===== src/rtl/nrq_pkg.sv =====
package nrq_pkg;
    typedef enum logic [1:0] {
        TX_IDLE,
        TX_START,
        TX_DATA,
        TX_STOP
    } tx_state_e;

    typedef enum logic [1:0] {
        SQ_IDLE,
        SQ_KICK,
        SQ_WAIT
    } seq_state_e;
endpackage


===== src/rtl/hit_detect.sv =====
module hit_detect #(
    parameter int HASH_W   = 32,
    parameter int STEP_W   = 6,
    parameter int NONCE_W  = 32,
    parameter int PIPE_LAT = 0
) (
    input  logic [HASH_W-1:0]  hash_top,
    input  logic [STEP_W-1:0]  pipe_step,
    input  logic [NONCE_W-1:0] cur_nonce,
    output logic               hit,
    output logic [NONCE_W-1:0] cap_nonce
);
    localparam logic [NONCE_W-1:0] LAT_V = NONCE_W'(PIPE_LAT);

    always_comb begin
        hit       = (hash_top == '0) && (pipe_step == '0);
        cap_nonce = cur_nonce - LAT_V;
    end
endmodule


===== src/rtl/nonce_fifo.sv =====
module nonce_fifo #(
    parameter int W     = 32,
    parameter int DEPTH = 4
) (
    input  logic                           clk,
    input  logic                           rst_n,
    input  logic                           push_req,
    input  logic                           pop,
    input  logic [W-1:0]                   din,
    output logic [W-1:0]                   dout,
    output logic                           empty,
    output logic                           full,
    output logic                           ovf,
    output logic [$clog2(DEPTH+1)-1:0]     level
);
    localparam int AW = (DEPTH > 1) ? $clog2(DEPTH) : 1;
    localparam int CW = $clog2(DEPTH + 1);
    localparam logic [AW-1:0] LAST = AW'(DEPTH - 1);

    logic [W-1:0]  mem [DEPTH];
    logic [AW-1:0] wr_ptr, rd_ptr;
    logic [CW-1:0] count;
    logic          accept;

    function automatic logic [AW-1:0] step_ptr(input logic [AW-1:0] p);
        return (p == LAST) ? '0 : p + 1'b1;
    endfunction

    always_comb begin
        empty  = (count == '0);
        full   = (count == CW'(DEPTH));
        accept = push_req && (!full || pop);
        dout   = mem[rd_ptr];
        level  = count;
    end

    always_ff @(posedge clk) begin
        if (accept) mem[wr_ptr] <= din;
    end

    always_ff @(posedge clk or negedge rst_n) begin
        if (!rst_n) begin
            wr_ptr <= '0;
            rd_ptr <= '0;
            count  <= '0;
            ovf    <= 1'b0;
        end else begin
            if (accept) wr_ptr <= step_ptr(wr_ptr);
            if (pop)    rd_ptr <= step_ptr(rd_ptr);
            unique case ({accept, pop})
                2'b10:   count <= count + 1'b1;
                2'b01:   count <= count - 1'b1;
                default: count <= count;
            endcase
            if (push_req && full && !pop) ovf <= 1'b1;
        end
    end
endmodule


===== src/rtl/uart_tx_byte.sv =====
module uart_tx_byte
    import nrq_pkg::*;
#(
    parameter int CLK_HZ = 50_000_000,
    parameter int BAUD   = 115_200
) (
    input  logic       clk,
    input  logic       rst_n,
    input  logic       start,
    input  logic [7:0] data,
    output logic       ready,
    output logic       done,
    output logic       tx
);
    localparam int BIT_CYC = CLK_HZ / BAUD;
    localparam int CNT_W   = (BIT_CYC > 1) ? $clog2(BIT_CYC) : 1;
    localparam logic [CNT_W-1:0] CNT_END = CNT_W'(BIT_CYC - 1);

    tx_state_e        state, nxt;
    logic [CNT_W-1:0] cnt;
    logic [2:0]       bit_idx;
    logic [7:0]       shreg;
    logic             bit_end;

    assign bit_end = (cnt == CNT_END);

    always_comb begin
        nxt = state;
        unique case (state)
            TX_IDLE:  if (start)   nxt = TX_START;
            TX_START: if (bit_end) nxt = TX_DATA;
            TX_DATA:  if (bit_end && bit_idx == 3'd7) nxt = TX_STOP;
            TX_STOP:  if (bit_end) nxt = TX_IDLE;
            default:  nxt = TX_IDLE;
        endcase
    end

    always_ff @(posedge clk or negedge rst_n) begin
        if (!rst_n) state <= TX_IDLE;
        else        state <= nxt;
    end

    always_ff @(posedge clk or negedge rst_n) begin
        if (!rst_n) begin
            cnt     <= '0;
            bit_idx <= '0;
            shreg   <= '0;
            done    <= 1'b0;
        end else begin
            done <= (state == TX_STOP) && bit_end;
            if (state == TX_IDLE) begin
                cnt     <= '0;
                bit_idx <= '0;
                if (start) shreg <= data;
            end else if (bit_end) begin
                cnt <= '0;
                if (state == TX_DATA) begin
                    bit_idx <= bit_idx + 1'b1;
                    shreg   <= {1'b0, shreg[7:1]};
                end
            end else begin
                cnt <= cnt + 1'b1;
            end
        end
    end

    always_comb begin
        ready = (state == TX_IDLE);
        unique case (state)
            TX_START: tx = 1'b0;
            TX_DATA:  tx = shreg[0];
            default:  tx = 1'b1;
        endcase
    end
endmodule


===== src/rtl/nonce_report_top.sv =====
module nonce_report_top
    import nrq_pkg::*;
#(
    parameter int CLK_HZ   = 50_000_000,
    parameter int BAUD     = 115_200,
    parameter int NONCE_W  = 32,
    parameter int STEP_W   = 6,
    parameter int PIPE_LAT = 0,
    parameter int DEPTH    = 4,
    parameter int HCNT_W   = 16
) (
    input  logic               clk,
    input  logic               rst_n,
    input  logic [31:0]        hash_top,
    input  logic [STEP_W-1:0]  pipe_step,
    input  logic [NONCE_W-1:0] cur_nonce,
    output logic               tx_line,
    output logic               ovf_flag,
    output logic [HCNT_W-1:0]  hit_total
);
    localparam int BYTES = NONCE_W / 8;
    localparam int IW    = (BYTES > 1) ? $clog2(BYTES) : 1;
    localparam int CW    = $clog2(DEPTH + 1);
    localparam logic [IW-1:0] LAST_BYTE = IW'(BYTES - 1);

    logic               hit;
    logic [NONCE_W-1:0] cap_nonce;
    logic [NONCE_W-1:0] q_head;
    logic               q_empty, q_full, q_pop;
    logic [CW-1:0]      q_level;
    logic               u_start, u_ready, u_done;
    seq_state_e         seq_q, seq_d;
    logic [NONCE_W-1:0] word_q;
    logic [IW-1:0]      idx_q;

    hit_detect #(
        .HASH_W(32), .STEP_W(STEP_W), .NONCE_W(NONCE_W), .PIPE_LAT(PIPE_LAT)
    ) u_hit (
        .hash_top(hash_top), .pipe_step(pipe_step), .cur_nonce(cur_nonce),
        .hit(hit), .cap_nonce(cap_nonce)
    );

    nonce_fifo #(.W(NONCE_W), .DEPTH(DEPTH)) u_fifo (
        .clk(clk), .rst_n(rst_n), .push_req(hit), .pop(q_pop),
        .din(cap_nonce), .dout(q_head), .empty(q_empty), .full(q_full),
        .ovf(ovf_flag), .level(q_level)
    );

    uart_tx_byte #(.CLK_HZ(CLK_HZ), .BAUD(BAUD)) u_tx (
        .clk(clk), .rst_n(rst_n), .start(u_start),
        .data(word_q[NONCE_W-1 -: 8]), .ready(u_ready), .done(u_done),
        .tx(tx_line)
    );

    always_comb begin
        seq_d = seq_q;
        unique case (seq_q)
            SQ_IDLE: if (!q_empty) seq_d = SQ_KICK;
            SQ_KICK: if (u_ready)  seq_d = SQ_WAIT;
            SQ_WAIT: if (u_done)   seq_d = (idx_q == LAST_BYTE) ? SQ_IDLE : SQ_KICK;
            default: seq_d = SQ_IDLE;
        endcase
    end

    always_ff @(posedge clk or negedge rst_n) begin
        if (!rst_n) seq_q <= SQ_IDLE;
        else        seq_q <= seq_d;
    end

    always_comb begin
        q_pop   = (seq_q == SQ_IDLE) && !q_empty;
        u_start = (seq_q == SQ_KICK) && u_ready;
    end

    always_ff @(posedge clk or negedge rst_n) begin
        if (!rst_n) begin
            word_q    <= '0;
            idx_q     <= '0;
            hit_total <= '0;
        end else begin
            if (hit) hit_total <= hit_total + 1'b1;
            if (q_pop) begin
                word_q <= q_head;
                idx_q  <= '0;
            end else if (seq_q == SQ_WAIT && u_done && idx_q != LAST_BYTE) begin
                word_q <= {word_q[NONCE_W-9:0], 8'h00};
                idx_q  <= idx_q + 1'b1;
            end
        end
    end
endmodule


===== config.mk =====
export PLATFORM = sky130hd
export DESIGN_NAME = nonce_report_top
export DESIGN_NICKNAME = d
export VERILOG_FILES = /design/src/rtl/nrq_pkg.sv /design/src/rtl/hit_detect.sv /design/src/rtl/nonce_fifo.sv /design/src/rtl/uart_tx_byte.sv /design/src/rtl/nonce_report_top.sv
export SDC_FILE = /design/constraint.sdc
export NUM_CORES = 1
export LEC_CHECK = 0
export CORE_ASPECT_RATIO = 1.4
export CORE_MARGIN = 2
export CORE_UTILIZATION = 40
export DETAILED_ROUTE_END_ITERATION = 7
export GPL_TIMING_DRIVEN = 0
export REMOVE_ABC_BUFFERS = 1
export SLEW_MARGIN = 20
export SYNTH_ARGS = -nofsm -noshare
export SYNTH_HDL_FRONTEND = slang
export SYNTH_SLANG_ARGS = --single-unit

===== constraint.sdc =====
create_clock -name clk -period 2.95 [get_ports clk]
set_clock_uncertainty 0.2 [all_clocks]
set_input_delay 0.59 -clock clk [delete_from_list [all_inputs] [get_ports clk]]
set_output_delay 0.59 -clock clk [all_outputs]
set_load 0.02 [all_outputs]

==> flow_metrics.tcl <==
set metrics [dict create \
    status "finished clean" \
    grt_pass1_vias 5349 \
    synthesis.area_sq_mm 0.00858 \
    hold_slack_ns 0.268 \
    htree_num_levels 1 \
    vias 4979 \
    cts_root_buf "clkbuf_16" \
    grt.overflow.total 0 \
    finalSetupTns_ns 0 \
    drive_above_1_share_pct 15.2 \
    slew_violations 0 \
    ant_nets 0 \
    critPathBufInv 2 \
    rows 63 \
    clock_path_buffers 3 \
    maxCapViolCount 0 \
    fin_nets 763 \
    tightest_slew_ns 1.08 \
    cts.clk_slew.worst_paths_ns 0.06 \
    startpoint_type "input port" \
    post-route-drc-count 0 \
    clk_latency_ns 0.48 \
    yosysUniqueCellTypes 45 \
    avgSynthCellArea_sq_um 15.0 \
    pin_count 90 \
    cp_slowest_stage_delay_ns 0.52 \
    synth_edf_count 128 \
    fillers 1765 \
    synthArstFlopShare_pct 39.3 \
    grt_max_degree 44 \
    leakagePower_nw 4.04 \
    cpMaxStageDelayCell "or3_4" \
    synth_seq_area_share_pct 69.0 \
    r2r_slack_ns 0.26 \
    dp_cells 902 \
    maxSlewHeadroom_pct 28.0 \
    place_ws_ns -0.823 \
    antennaDiodeCount 0 \
    hpwlAfterDp_microns 11200 \
    p_per_area_mw_per_mm2 598 \
    period_minus_slack_ns 2.75 \
    ff_latch_area_sq_mm 0.00593 \
    initial_core_util_pct 40.6 \
    ys_ff_latch 211 \
    clock.fmax_mhz 363 \
    first_pass_iters 4 \
    peakVddDrop_v 0.000291 \
    die_area_sq_mm 0.0227 \
    core_area_sq_mm 0.0211 \
    path_delay_family "simple AND/OR/NAND/NOR gates" \
    gp_congestion 0.722 \
    cts_tree "done" \
    path_class "input port to register" \
    finalHoldViolCount 0 \
    via_per_inst 5.25 \
    ys_warn_count 0 \
    synthCells 572 \
    fin_crit_sh_pct 93.3 \
    critPathCaptureType "register" \
    grt_pass1_wl_microns 27300 \
    synthFlopType "edfxtp_1" \
    antenna_found_initial 0 \
    stdcell_count 949 \
    min_path_type "register to register" \
    first_iter_violations 306 \
    die_y_microns 177 \
    crit_arrival_ns 2.74 \
    worst-path-max-fanout 16 \
    area_growth_syn_to_layout_pct 25.3 \
    port_buffers 89 \
    die_w_microns 128 \
    setup_viol 0 \
    multi_input_area_sq_mm 0.00257 \
    cts_buffers 20 \
    setup_slack_ns 0.198 \
    final_common_cell "edfxtp_1" \
    post_drt_wl_per_cell_microns 17.7 \
    clock_sinks 211 \
    grt_usage_pct 15.2 \
    fin_util_pct 50.9 \
    rsz0062_at_grt "false" \
    crit_chain "clkdlybuf4s50_1, nor4_2, nand4_2, or3_4, nor2_4, and2_4, buf_16" \
    required_ns 2.94 \
    finalWirelength_microns 16800 \
    final_cell_mix "edfxtp_1, clkdlybuf4s50_1, nand2_1" \
]
area by class of cell:
cell class	count	share of cell area [%]
flip-flops and latches	211	55.1
clock buffers	25	5.12
multi-input cells	328	23.9
repair buffers	108	11.6
clock inverters	11	1.01
inverters	6	0.209
well taps	260	3.03
sequential cells by signal (all words and copies together), names as in the netlist:
| signal | cells |
|---|---|
| u_fifo.ovf | 1 |
| u_tx.bit_idx | 3 |
| u_tx.shreg | 8 |
| u_fifo.level | 3 |
| seq_q | 2 |
| idx_q | 2 |
| word_q | 32 |
| u_tx.state | 2 |
| hit_total | 16 |
| u_fifo.wr_ptr | 2 |
| u_tx.cnt | 9 |
| u_fifo.mem | 128 |
| u_tx.done | 1 |
| u_fifo.rd_ptr | 2 |
timing repair:
item / CTS / global route
endpoints found under the hold margin: 40 / 0
gates resized for setup: 5 / 5
pin swaps: 4 / 1
hold buffers: 1 / 0
buffers inserted: 8 / 2
setup endpoints to repair: 130 / 141
per-stage QoR:
stage / total power (W) / area, sq um
2_1_floorplan: 0.00369 / 8460
3_3_place_gp: 0.00392 / 9680
3_5_place_dp: 0.00396 / 9880
4_1_cts: 0.00651 / 10700
5_1_grt: 0.00670 / 10800
6_report: 0.00643 / 10800
worst min-delay path: stages, from the launching register on:
cell     delay [ns]
dfrtp_1        0.34
nand2_1        0.05
nand2_1        0.05
kinds of logic (layout without fill, tap and decap cells):
group,count (synthesis),after routing,synth area share [%]
compound gates,47,47,3.57
xor+xnor,26,26,2.65
fa+ha+maj,16,16,2.42
buf+inv,33,150,1.60
flops,211,211,69.0
mux,43,43,9.74
simple gates,196,196,11.0
path summary, 6_finish.rpt:
check	startpoint	end	cells past startpoint
worst min register to register	word_q[0]$_DFFE_PN0P_	word_q[8]$_DFFE_PN0P_	2
worst min-delay path	word_q[0]$_DFFE_PN0P_	word_q[8]$_DFFE_PN0P_	2
max in group asynchronous	rst_n	u_fifo.ovf$_DFFE_PN0P_	3
worst max-delay path	hash_top[2]	u_fifo.mem[3][14]$_DFFE_PP_	7
min in group asynchronous	rst_n	u_tx.cnt[5]$_DFF_PN0_	2
worst max register to register	u_fifo.level[0]$_DFFE_PN0P_	u_fifo.level[2]$_DFFE_PN0P_	7
synth_stat cells, types with 5 or more instances:
cell	number	area [sq um]
clkbuf_1	20	75.1
a22oi_1	12	90.1
nor4_1	5	31.3
nand3_1	16	80.1
nor2_1	45	169
a21oi_1	11	55.1
xor2_1	7	61.3
mux4_2	32	721
buf_2	5	25.0
inv_1	6	22.5
xnor2_1	19	166
mux2i_1	7	70.1
edfxtp_1	128	3840
and2_1	8	50.1
dfrtp_1	83	2080
a31oi_1	13	81.3
and3_1	5	31.3
nand4_1	9	56.3
ha_1	15	188
nand2_1	86	323
per-layer routing:
| layer | track usage (%) | part of all wire, % | up-vias | wire length, microns |
|---|---|---|---|---|
| met5 | 0 | 0 | - | 0 |
| met4 | 4.76 | 2.0 | 0 | 340 |
| met3 | 2.36 | 5.1 | 24 | 851 |
| met2 | 28.8 | 55 | 125 | 9180 |
| met1 | 17.6 | 38 | 2509 | 6420 |
| li1 | - | - | 2321 | - |
report_power, final:
group	switching (W)	internal (W)
Combinational	0.000265	0.000323
Sequential	0.0000782	0.00322
Clock	0.00104	0.00150
Note: power is estimated with default switching activity, not from simulation.
